--- config.mk ---
export PLATFORM = sky130hd
export DESIGN_NAME = fault_supervisor
export DESIGN_NICKNAME = d
export VERILOG_FILES = /design/src/rtl/fs_pkg.sv /design/src/rtl/fs_trip_filter.sv /design/src/rtl/fs_oc_fsm.sv /design/src/rtl/fs_supply_mon.sv /design/src/rtl/fault_supervisor.sv
export SDC_FILE = /design/constraint.sdc
export NUM_CORES = 1
export LEC_CHECK = 0
export BUFFER_PORTS_ARGS = -buffer_cell sky130_fd_sc_hd__clkbuf_2
export CORE_UTILIZATION = 47
export DETAILED_ROUTE_END_ITERATION = 7
export PLACE_DENSITY = 0.65
export SYNTH_ARGS = -nofsm -noshare
export SYNTH_HDL_FRONTEND = slang
export SYNTH_SLANG_ARGS = --single-unit
--- constraint.sdc ---
create_clock -name clk -period 1.79 [get_ports clk]
set_input_delay 0.358 -clock clk [delete_from_list [all_inputs] [get_ports clk]]
set_output_delay 0.358 -clock clk [all_outputs]
set_load 0.1 [all_outputs]
--- src/rtl/fs_pkg.sv ---
package fs_pkg;
    typedef enum logic [1:0] {
        OC_IDLE  = 2'd0,
        OC_HOLD  = 2'd1,
        OC_COUNT = 2'd2
    } oc_state_t;

    typedef enum logic [1:0] {
        UV_BOOT = 2'd0,
        UV_RUN  = 2'd1,
        UV_LOCK = 2'd2
    } uv_state_t;
endpackage

--- src/rtl/fs_trip_filter.sv ---
module fs_trip_filter #(
    parameter int FILTER_CYCLES = 53
) (
    input  logic clk,
    input  logic rst_n,
    input  logic trip_in,
    output logic trip_filt
);
    localparam int CW = $clog2(FILTER_CYCLES + 1);
    localparam logic [CW-1:0] CNT_LAST = CW'(FILTER_CYCLES - 1);

    logic [CW-1:0] run_cnt;

    always_ff @(posedge clk or negedge rst_n) begin
        if (!rst_n) begin
            run_cnt   <= '0;
            trip_filt <= 1'b0;
        end else if (!trip_in) begin
            run_cnt   <= '0;
            trip_filt <= 1'b0;
        end else if (run_cnt == CNT_LAST) begin
            trip_filt <= 1'b1;
        end else begin
            run_cnt <= run_cnt + 1'b1;
        end
    end

    // a low sample always drops the qualified trip
    a_r1_release: assert property (@(posedge clk) disable iff (!rst_n)
        !trip_in |=> !trip_filt);
    // a qualified trip only rises after a high sample
    a_r1_rise_needs_trip: assert property (@(posedge clk) disable iff (!rst_n)
        $rose(trip_filt) |-> $past(trip_in));
endmodule

--- src/rtl/fs_oc_fsm.sv ---
module fs_oc_fsm
    import fs_pkg::*;
#(
    parameter int CLEAR_CYCLES = 6500
) (
    input  logic clk,
    input  logic rst_n,
    input  logic trip_filt,
    output logic oc_latched
);
    localparam int TW = $clog2(CLEAR_CYCLES + 1);
    localparam logic [TW-1:0] TMR_LAST = TW'(CLEAR_CYCLES - 1);

    oc_state_t     state, state_nx;
    logic [TW-1:0] clr_tmr;

    always_comb begin
        state_nx = state;
        unique case (state)
            OC_IDLE:  if (trip_filt) state_nx = OC_HOLD;
            OC_HOLD:  if (!trip_filt) state_nx = OC_COUNT;
            OC_COUNT: begin
                if (trip_filt)                 state_nx = OC_HOLD;
                else if (clr_tmr == TMR_LAST)  state_nx = OC_IDLE;
            end
            default:  state_nx = OC_HOLD;
        endcase
    end

    always_ff @(posedge clk or negedge rst_n) begin
        if (!rst_n) begin
            state   <= OC_IDLE;
            clr_tmr <= '0;
        end else begin
            state <= state_nx;
            if (state_nx == OC_COUNT && state == OC_COUNT)
                clr_tmr <= clr_tmr + 1'b1;
            else
                clr_tmr <= '0;
        end
    end

    always_comb begin
        oc_latched = (state != OC_IDLE);
    end

    // a qualified trip sets the latch on the next edge
    a_r2_latch_sets: assert property (@(posedge clk) disable iff (!rst_n)
        trip_filt |=> oc_latched);
    // the latch never drops while the trip is still qualified
    a_r3_no_clear_in_trip: assert property (@(posedge clk) disable iff (!rst_n)
        $fell(oc_latched) |-> !$past(trip_filt));
    // the clear timer never runs past its last value
    a_r4_timer_bound: assert property (@(posedge clk) disable iff (!rst_n)
        clr_tmr <= TMR_LAST);
endmodule

--- src/rtl/fs_supply_mon.sv ---
module fs_supply_mon
    import fs_pkg::*;
#(
    parameter int PHASES = 3
) (
    input  logic              clk,
    input  logic              rst_n,
    input  logic              ls_supply_ok,
    input  logic [PHASES-1:0] hs_supply_ok,
    output logic              uv_shutdown,
    output logic              uv_fault,
    output logic [PHASES-1:0] hs_disable
);
    uv_state_t state, state_nx;

    always_comb begin
        state_nx = state;
        unique case (state)
            UV_BOOT: if (ls_supply_ok)  state_nx = UV_RUN;
            UV_RUN:  if (!ls_supply_ok) state_nx = UV_LOCK;
            UV_LOCK: if (ls_supply_ok)  state_nx = UV_RUN;
            default: state_nx = UV_BOOT;
        endcase
    end

    always_ff @(posedge clk or negedge rst_n) begin
        if (!rst_n) state <= UV_BOOT;
        else        state <= state_nx;
    end

    always_comb begin
        uv_shutdown = (state != UV_RUN);
        uv_fault    = (state == UV_LOCK);
    end

    for (genvar p = 0; p < PHASES; p++) begin : g_hs
        always_ff @(posedge clk or negedge rst_n) begin
            if (!rst_n) hs_disable[p] <= 1'b1;
            else        hs_disable[p] <= !hs_supply_ok[p];
        end
        // a bad floating supply disables its own high side
        a_r8_hs_off: assert property (@(posedge clk) disable iff (!rst_n)
            !hs_supply_ok[p] |=> hs_disable[p]);
    end

    // loss of the low-side supply forces shutdown next edge
    a_r6_uv_off: assert property (@(posedge clk) disable iff (!rst_n)
        !ls_supply_ok |=> uv_shutdown);
    // leaving boot requires a good low-side sample
    a_r7_boot_exit: assert property (@(posedge clk) disable iff (!rst_n)
        $fell(uv_shutdown) |-> $past(ls_supply_ok));
endmodule

--- src/rtl/fault_supervisor.sv ---
module fault_supervisor #(
    parameter int FILTER_CYCLES = 53,
    parameter int CLEAR_CYCLES  = 6500,
    parameter int PHASES        = 3
) (
    input  logic              clk,
    input  logic              rst_n,
    input  logic              trip_in,
    input  logic              ls_supply_ok,
    input  logic [PHASES-1:0] hs_supply_ok,
    output logic              shutdown,
    output logic [PHASES-1:0] hs_disable,
    output logic              fault_drive_low
);
    logic trip_filt;
    logic oc_latched;
    logic uv_shutdown;
    logic uv_fault;

    fs_trip_filter #(.FILTER_CYCLES(FILTER_CYCLES)) u_filter (
        .clk       (clk),
        .rst_n     (rst_n),
        .trip_in   (trip_in),
        .trip_filt (trip_filt)
    );

    fs_oc_fsm #(.CLEAR_CYCLES(CLEAR_CYCLES)) u_oc (
        .clk        (clk),
        .rst_n      (rst_n),
        .trip_filt  (trip_filt),
        .oc_latched (oc_latched)
    );

    fs_supply_mon #(.PHASES(PHASES)) u_supply (
        .clk          (clk),
        .rst_n        (rst_n),
        .ls_supply_ok (ls_supply_ok),
        .hs_supply_ok (hs_supply_ok),
        .uv_shutdown  (uv_shutdown),
        .uv_fault     (uv_fault),
        .hs_disable   (hs_disable)
    );

    always_comb begin
        shutdown        = oc_latched | uv_shutdown;
        fault_drive_low = oc_latched | uv_fault;
    end

    // an overcurrent latch always shows on the fault line
    a_r9_oc_fault: assert property (@(posedge clk) disable iff (!rst_n)
        oc_latched |-> fault_drive_low);
    // the fault line is never active without shutdown
    a_r2_fault_implies_off: assert property (@(posedge clk) disable iff (!rst_n)
        fault_drive_low |-> shutdown);
endmodule

=== Word-level counts from Yosys, hierarchy flattened ===
Index checks and enable logic that the tools add are counted.

* Add/subtract/negate cells: 2
* Eq/ne operators: 12
* Muxes and demuxes: 13
* Bitwise logic cells: 2
* Reduce and logical (&&, ||, !) cells: 9

{| class="wikitable"
|+ Operator list
! kind !! count
|-
| $add A13 B1 Y13 const B || 1
|-
| $eq A13 B13 Y1 const B || 1
|-
| $mux W13 || 1
|-
| $mux W2 || 6
|-
| $mux W6 || 2
|-
| $add A6 B1 Y6 const B || 1
|-
| $eq A2 B2 Y1 const B || 3
|-
| $eq A6 B6 Y1 const B || 1
|-
| $ne A2 B1 Y1 const B || 3
|-
| $pmux W2 S3 || 1
|-
| $eq A2 B1 Y1 const B || 2
|-
| $logic_not A2 Y1 || 2
|-
| $ne A2 B2 Y1 const B || 2
|-
| $pmux W2 S2 || 1
|-
| $logic_not A1 Y1 || 3
|-
| $mux W1 || 2
|-
| $or A1 B1 Y1 || 2
|-
| $reduce_and A2 Y1 || 1
|-
| $reduce_bool A2 Y1 || 1
|-
| $reduce_or A2 Y1 || 1
|-
| $logic_and A1 B1 Y1 || 1
|}

* Bits in registers: 27
* Input bits: 7
* Output and inout bits: 5
* Logic and storage cells: 46

=== Depth between registers and ports, before layout ===
Gate-level depths: netlist of run 1.

* Word-level depth: 7
* Mapped depth: 5
* Depth with buffers taken out: 5

=== Cells and area by module ===
A second synthesis of run 1 with hierarchy kept.

* Cell total of the unflattened synthesis: 121
* Area, all modules: 1347.5 µm²

{| class="wikitable"
|+ Modules (own cells, without submodules)
! module !! instances !! cells each !! area each (µm²) !! sequential area each (µm²)
|-
| fs_oc_fsm || 1 || 71 || 793.3 || 375.4
|-
| fs_trip_filter || 1 || 35 || 372.9 || 175.2
|-
| fs_supply_mon || 1 || 13 || 168.9 || 128.9
|-
| fault_supervisor || 1 || 2 || 12.5 || 0.0
|}

=== Worst setup path after synthesis of run 1 ===
Ideal clock, no wire load.

* Path type: register -> output
* Start: register u_supply.state[0]
* End: output port fault_drive_low
* Arrival: 2.520 ns
* Data required time: 1.432 ns
* Slack: -1.088 ns
* Stages on the path, launching flop included: 2
* Path buffers: 0
* Cell sequence: dfrtp_1 > o21ai_0

* Cells in the longest elaborated chain, start to end: 2

{| class="wikitable"
|+ Ends and longest elaborated chain
! element !! RTL line !! source
|-
| start, declared || fs_supply_mon.sv:14 || <nowiki>uv_state_t state, state_nx;</nowiki>
|-
| start signal, assigned || fs_supply_mon.sv:28 || <nowiki>else state <= state_nx;</nowiki>
|-
| $eq A2 B2 Y1 || fs_supply_mon.sv:33 || <nowiki>uv_fault = (state == UV_LOCK);</nowiki>
|-
| $or A1 B1 Y1 || fault_supervisor.sv:46 || <nowiki>fault_drive_low = oc_latched | uv_fault;</nowiki>
|-
| end, declared || fault_supervisor.sv:13 || <nowiki>output logic fault_drive_low</nowiki>
|}

No other way between the ends.

=== Worst setup path in the final report of run 1 ===
Ends and elaborated chain as after synthesis.

==> run summary, run 1 <==
Status -> finished clean
Mapped cell area -> 0.001320 sq mm
Clk Latency, worst-skew pair -> 0.32 ns
Setup bufs post-CTS -> 0
Placed Cells -> 167
Number of synthesized flops with an enable pin -> 0
Sequential area share after synthesis -> 0.5147
Largest net degree at the start of global routing -> 28
Leak -> 0.6232 nW
Sinks on Clock Net -> 27
# rows -> 18
Fill count -> 244
Top cells by area, synth -> dfrtp_1 (45%), dfstp_2 (6.0%), nand3_1 (3.4%)
Period utilization -> 0.9374
Cell Area, Placed -> 0.001409 sq mm
Crit path time final -> 1.678 ns
CTS tree -> yes
Number of global-route vias before repair -> 913
Chip width -> 55.00 um
CTS max path bufs -> 2
Top_reg_cell synth -> dfrtp_1
Main combinational cell family by area after synthesis -> simple AND/OR/NAND/NOR gates
Die height -> 55.00 um
# diodes -> 0
Global-route wire length before repair -> 3719 um
Syn. warnings -> 0
Final Hold Viols -> 0
Setup violations, final -> 0
Clk_skew -> 0.01034 ns
Initial antenna violation count -> 0
CP peak stage delay -> 0.44 ns
CP max FO -> 4
Antenna-violating nets left -> 0
Post-route insts no fill -> 171
Starting DRC count in detailed routing -> 16
RSZ-0062 raised after global routing -> no
Core area -> 0.002567 sq mm
Critical path type -> reg2out
Gr usage total -> 0.1776
Drt pass-1 iters -> 4
Crit path cell chain -> o21ai_2, buf_2
Routed vias/inst -> 5.731
Max Freq -> 595.9 MHz
Post-DP HPWL -> 1672 um
# IOs -> 12
Simple-gate area share of the yosys netlist -> 0.2398
Post-synth top area share -> 0.4550
Residual DRC -> 0
Asr flop ratio synth -> 1.000
Final Wtd Congestion -> 0.7512
Flops & latches, synth -> 27
Mean post-synth cell area -> 10.31 sq um
Worst-path clk slew -> 0.14 ns
Slew Limit Headroom -> 0.5632
CTS root buffer -> clkbuf_4
Mux share of post-synthesis cell area -> 0
Compound-Gate Fraction of Synth Area -> 0.1346
Pins Over Slew Limit -> 0
Layout area overhead -> 8.815%
Unique cell type count in the Yosys netlist -> 34
Power density over cell area -> 829.5 mW/mm^2
Post-Syn Instances -> 128
Final layout net count -> 152
Dominant cell type by area after synthesis -> dfrtp_1
Design area -> 0.001436 sq mm
Crit-path slowest cell -> dfrtp_1
Maximum Capacitance Violations -> 0
Syn_nets -> 138
Worst-Margin Slew -> 0.6552 ns
Hold buffers post-CTS -> 0
GRT overflow -> 0
Crit end category -> output pin
Wire length per cell -> 13.21 um
H-Tree Depth -> 1
Drt total wl -> 2259 um
Total number of vias -> 980
Final TNS setup -> 0 ns
Synth Area in XOR/XNOR -> 0.03981
Die area -> 0.003024 sq mm
Layout cell share with drive strength beyond 1 -> 0.2057
Synth Area in Adders -> 0.02844
Worst VDD drop -> 577.3 uV
Port buffer count -> 11
Worst hold path class -> in2async
Req. time, crit path -> 1.43 ns
Initial core utilization -> 0.5141
Worst EP arrival -> 1.32 ns
Startpoint types -> flip-flop
Total CTS buffers -> 3
[registers in the layout, indices dropped and copies added (netlist names)]
name / flops
u_filter.run_cnt: 6
u_supply.hs_disable: 3
u_supply.state: 2
u_oc.state: 2
u_oc.clr_tmr: 13
u_filter.trip_filt: 1
[worst max-delay path: cells and delay by family, from the launching register on]
| kind | cells | cell delay [ns] |
|---|---|---|
| buffers and inverters | 1 | 0.43 |
| AOI/OAI and AO/OA | 1 | 0.13 |
| DFF | 1 | 0.44 |
[logic make-up (layout without fill, tap and decap cells)]
group | after synthesis | after routing
buf+inv | 13 | 26
compound gates | 28 | 28
xor+xnor | 6 | 6
flops | 27 | 27
simple gates | 51 | 51
fa+ha+maj | 3 | 3
[synthesized netlist by cell type, types with 2 or more instances]
cell and number:
dfrtp_1 24, inv_1 9, nand3_1 9, o21ai_0 8
a21oi_1 7, nand2_1 7, nor2_1 7, a211oi_1 6
nor3_1 5, or3_1 5, nand4_1 4, xor2_1 4
clkbuf_1 3, dfstp_2 3, ha_1 3, nor3_2 3
o31ai_1 2, or4_1 2, xnor2_1 2
[layout make-up]
class / instances / area [sq um] / area share
clock buffers: 3 / 22.52 / 0.01568
clock inverters: 1 / 5.005 / 0.003484
inverters: 9 / 33.78 / 0.02352
multi-input cells: 88 / 588.1 / 0.4094
flip-flops and latches: 27 / 679.4 / 0.4730
well taps: 30 / 37.54 / 0.02613
repair buffers: 13 / 70.07 / 0.04878
[routing by layer]
metal / wire length [um] / GRT usage / vias up
li1: - / - / 490
met1: 1007 / 0.2027 / 469
met2: 1144 / 0.3072 / 16
met3: 61 / 0.03552 / 5
met4: 45 / 0.1000 / 0
met5: 0 / 0 / -
[power breakdown]
part	total, mW	internal, mW	switching [mW]
clock network	0.253	0.0838	0.169
registers	0.688	0.649	0.0398
logic	0.250	0.0559	0.195
total	1.19	0.788	0.403
[worst paths after layout]
check	from	end	slack (ns)	cells after the start
max in group asynchronous	rst_n	u_oc.clr_tmr[0]	1.33	1
hold reg to reg	u_supply.state[1]	u_supply.state[0]	0.51	1
hold / removal	rst_n	u_oc.clr_tmr[8]	0.03	1
setup / recovery	u_supply.state[0]	fault_drive_low	0.11	2
min in group clk	hs_supply_ok[2]	u_supply.hs_disable[2]	0.11	2
setup reg to reg	u_oc.clr_tmr[3]	u_oc.clr_tmr[5]	0.12	4
[layout by cell type, fill, tap and decap left out, types with 2 or more instances in the layout]
cell      synthesis  layout
nand4_1           4       4
o21ai_2           1       2
nand3_1           9       9
buf_2             0       2
nor3_2            3       3
inv_1             9       9
clkbuf_2          0       9
a21oi_1           7       7
dfrtp_1          24      24
nor3_1            5       5
ha_1              3       3
or4_1             2       2
or3_1             5       5
buf_4             0       2
o21ai_0           8       7
dfstp_2           3       3
a211oi_1          6       6
o31ai_1           2       2
clkbuf_4          0       3
nand2_1           7       7
xor2_1            4       4
xnor2_1           2       2
nor2_1            7       7
[metrics by stage]
stage	power (mW)	util	worst slack, ns	hold slack (ns)
floorplan	0.8985	-	0.1320	0.06241
global placement	0.9469	0.5487	0.1742	0.4134
detailed placement	0.9532	0.5487	0.1487	0.4113
CTS	1.211	0.5595	0.009721	0.03249
global route	1.260	0.5595	0.01690	0.07143
finish	1.192	0.5595	0.1120	0.02854
[timing repair]
item | 4_1_cts | 5_1_grt
resized for setup | 0 | 2
endpoints found under the setup margin | 0 | 2
endpoints found under the hold margin | 0 | 0
No activity file was read; power rests on OpenSTA's default activity.
==> inputs of run 2 (changes only) <==
--- a/config.mk
+++ b/config.mk
@@ -7,6 +7,7 @@
 export LEC_CHECK = 0
 export BUFFER_PORTS_ARGS = -buffer_cell sky130_fd_sc_hd__clkbuf_2
 export CORE_UTILIZATION = 47
+export CTS_BUF_LIST = sky130_fd_sc_hd__clkbuf_8 sky130_fd_sc_hd__clkbuf_16
 export DETAILED_ROUTE_END_ITERATION = 7
 export PLACE_DENSITY = 0.65
 export SYNTH_ARGS = -nofsm -noshare
==> run summary, run 2 (same netlist as run 1, synthesis figures left out) <==
Status -> finished clean
CTS tree -> yes
Largest register FFs -> 13
Setup crit start -> u_oc.state[0]
Final Hold Viols -> 0
Final Wtd Congestion -> 0.7512
Sinks on Clock Net -> 27
Reg-to-Reg Start -> u_oc.clr_tmr[3]
Gr usage total -> 0.1736
Starting DRC count in detailed routing -> 6
# rows -> 18
H-Tree Depth -> 1
Wire length per cell -> 13.22 um
Core area -> 0.002567 sq mm
Clk_skew -> 0.007123 ns
Routed vias/inst -> 5.702
RSZ-0062 raised after global routing -> no
Initial antenna violation count -> 0
Crit-path slowest cell -> dfrtp_1
Post-route insts no fill -> 171
Pins Over Slew Limit -> 0
CP peak stage delay -> 0.41 ns
Layout cell share with drive strength beyond 1 -> 0.2057
Critical path type -> reg2out
Layout area overhead -> 10.24%
Worst EP arrival -> 1.33 ns
Slew Limit Headroom -> 0.5552
Die height -> 55.00 um
Hold buffers post-CTS -> 0
Most common cell after layout, fill and taps aside -> dfrtp_1
Crit path time final -> 1.690 ns
CP max FO -> 4
GRT overflow -> 0
Antenna-violating nets left -> 0
Setup violations, final -> 0
Largest Register -> u_oc.clr_tmr
Crit end category -> output pin
Regs by FF count -> u_oc.clr_tmr: 13 flops, u_filter.run_cnt: 6 flops, u_supply.hs_disable: 3 flops
Worst-Margin Slew -> 0.6671 ns
Total power -> 1.268 mW
Port buffer count -> 11
Commonest non-fill, non-tap cells in the layout -> dfrtp_1 (24), clkbuf_2 (11), nand3_1 (9), inv_1 (9)
Global-route wire length before repair -> 3698 um
Total number of vias -> 975
Post-DP HPWL -> 1672 um
Maximum Capacitance Violations -> 0
Placed Cells -> 167
Largest net degree at the start of global routing -> 28
Drt pass-1 iters -> 4
Req. time, crit path -> 1.43 ns
Initial core utilization -> 0.5141
Post_cts resized -> 0
Residual DRC -> 0
Power density over cell area -> 871.5 mW/mm^2
Die area -> 0.003024 sq mm
Worst-path clk slew -> 0.09 ns
Chip width -> 55.00 um
CTS root buffer -> clkbuf_8
Worst reg-to-reg path cell count -> 4
Final TNS setup -> 0 ns
Worst hold path class -> in2async
Period utilization -> 0.9444
Drt total wl -> 2261 um
Leak -> 0.6319 nW
Worst VDD drop -> 559.8 uV
# diodes -> 0
Number of global-route vias before repair -> 904
Max Freq -> 591.6 MHz
Final layout net count -> 152
# IOs -> 12
Setup bufs post-CTS -> 0
CTS max path bufs -> 2
Startpoint types -> flip-flop
Crit path cell chain -> nor2_1, nand3_1, clkbuf_2
Clk Latency, worst-skew pair -> 0.27 ns
Total CTS buffers -> 3
run 2: changes by cell type in the layout (fill, tap and decap cells not counted), sizes merged:
cell / change
buf: -2
clkbuf: +2
run 2: worst max-delay path: cells and delay by family, from the launching register on:
family / cells / cell delay [ns]
buffers and inverters: 1 / 0.37
DFF: 1 / 0.41
and+or+nand+nor: 2 / 0.28
run 2: where the power goes:
group          internal, mW  leakage [nW]  switching, mW
Sequential            0.648         0.358         0.0404
Clock                 0.155        0.0255          0.173
Combinational        0.0554         0.248          0.195
run 2: path summary, 6_finish.rpt:
| kind | to | slack, ns |
|---|---|---|
| max in group asynchronous | u_oc.state[0] | 1.25 |
| min reg2reg | u_supply.state[0] | 0.51 |
| min | u_oc.clr_tmr[8] | 0.10 |
| max reg2reg | u_oc.clr_tmr[5] | 0.13 |
| max | shutdown | 0.1 |
| min in group clk | u_supply.hs_disable[2] | 0.18 |
run 2: layer usage:
| layer | vias to the layer above | GRT usage | routed length [um] |
|---|---|---|---|
| li1 | 488 | - | - |
| met1 | 466 | 0.2027 | 1042 |
| met2 | 17 | 0.3052 | 1133 |
| met3 | 4 | 0.03552 | 62 |
| met4 | 0 | 0.07500 | 23 |
| met5 | - | 0 | 0 |
run 2: through the flow:
| stage | setup slack [ns] | util | hold slack, ns | area [sq um] |
|---|---|---|---|---|
| after global placement | 0.1742 | 0.5487 | 0.4134 | 1409 |
| after floorplan | 0.1320 | - | 0.06241 | 1324 |
| after detailed placement | 0.1487 | 0.5487 | 0.4113 | 1409 |
| after global routing | 0.01551 | 0.5668 | 0.1570 | 1455 |
| after CTS | 0.08680 | 0.5668 | 0.1135 | 1455 |
| final | 0.09961 | 0.5668 | 0.1047 | 1455 |
run 2: area by class of cell:
cell class | count | area [sq um]
Clock buffer | 3 | 41.29
Clock inverter | 1 | 5.005
Fill cell | 242 | 1112
Inverter | 9 | 33.78
Multi-Input combinational cell | 88 | 588.1
Sequential cell | 27 | 679.4
Tap cell | 30 | 37.54
Timing Repair Buffer | 13 | 70.07
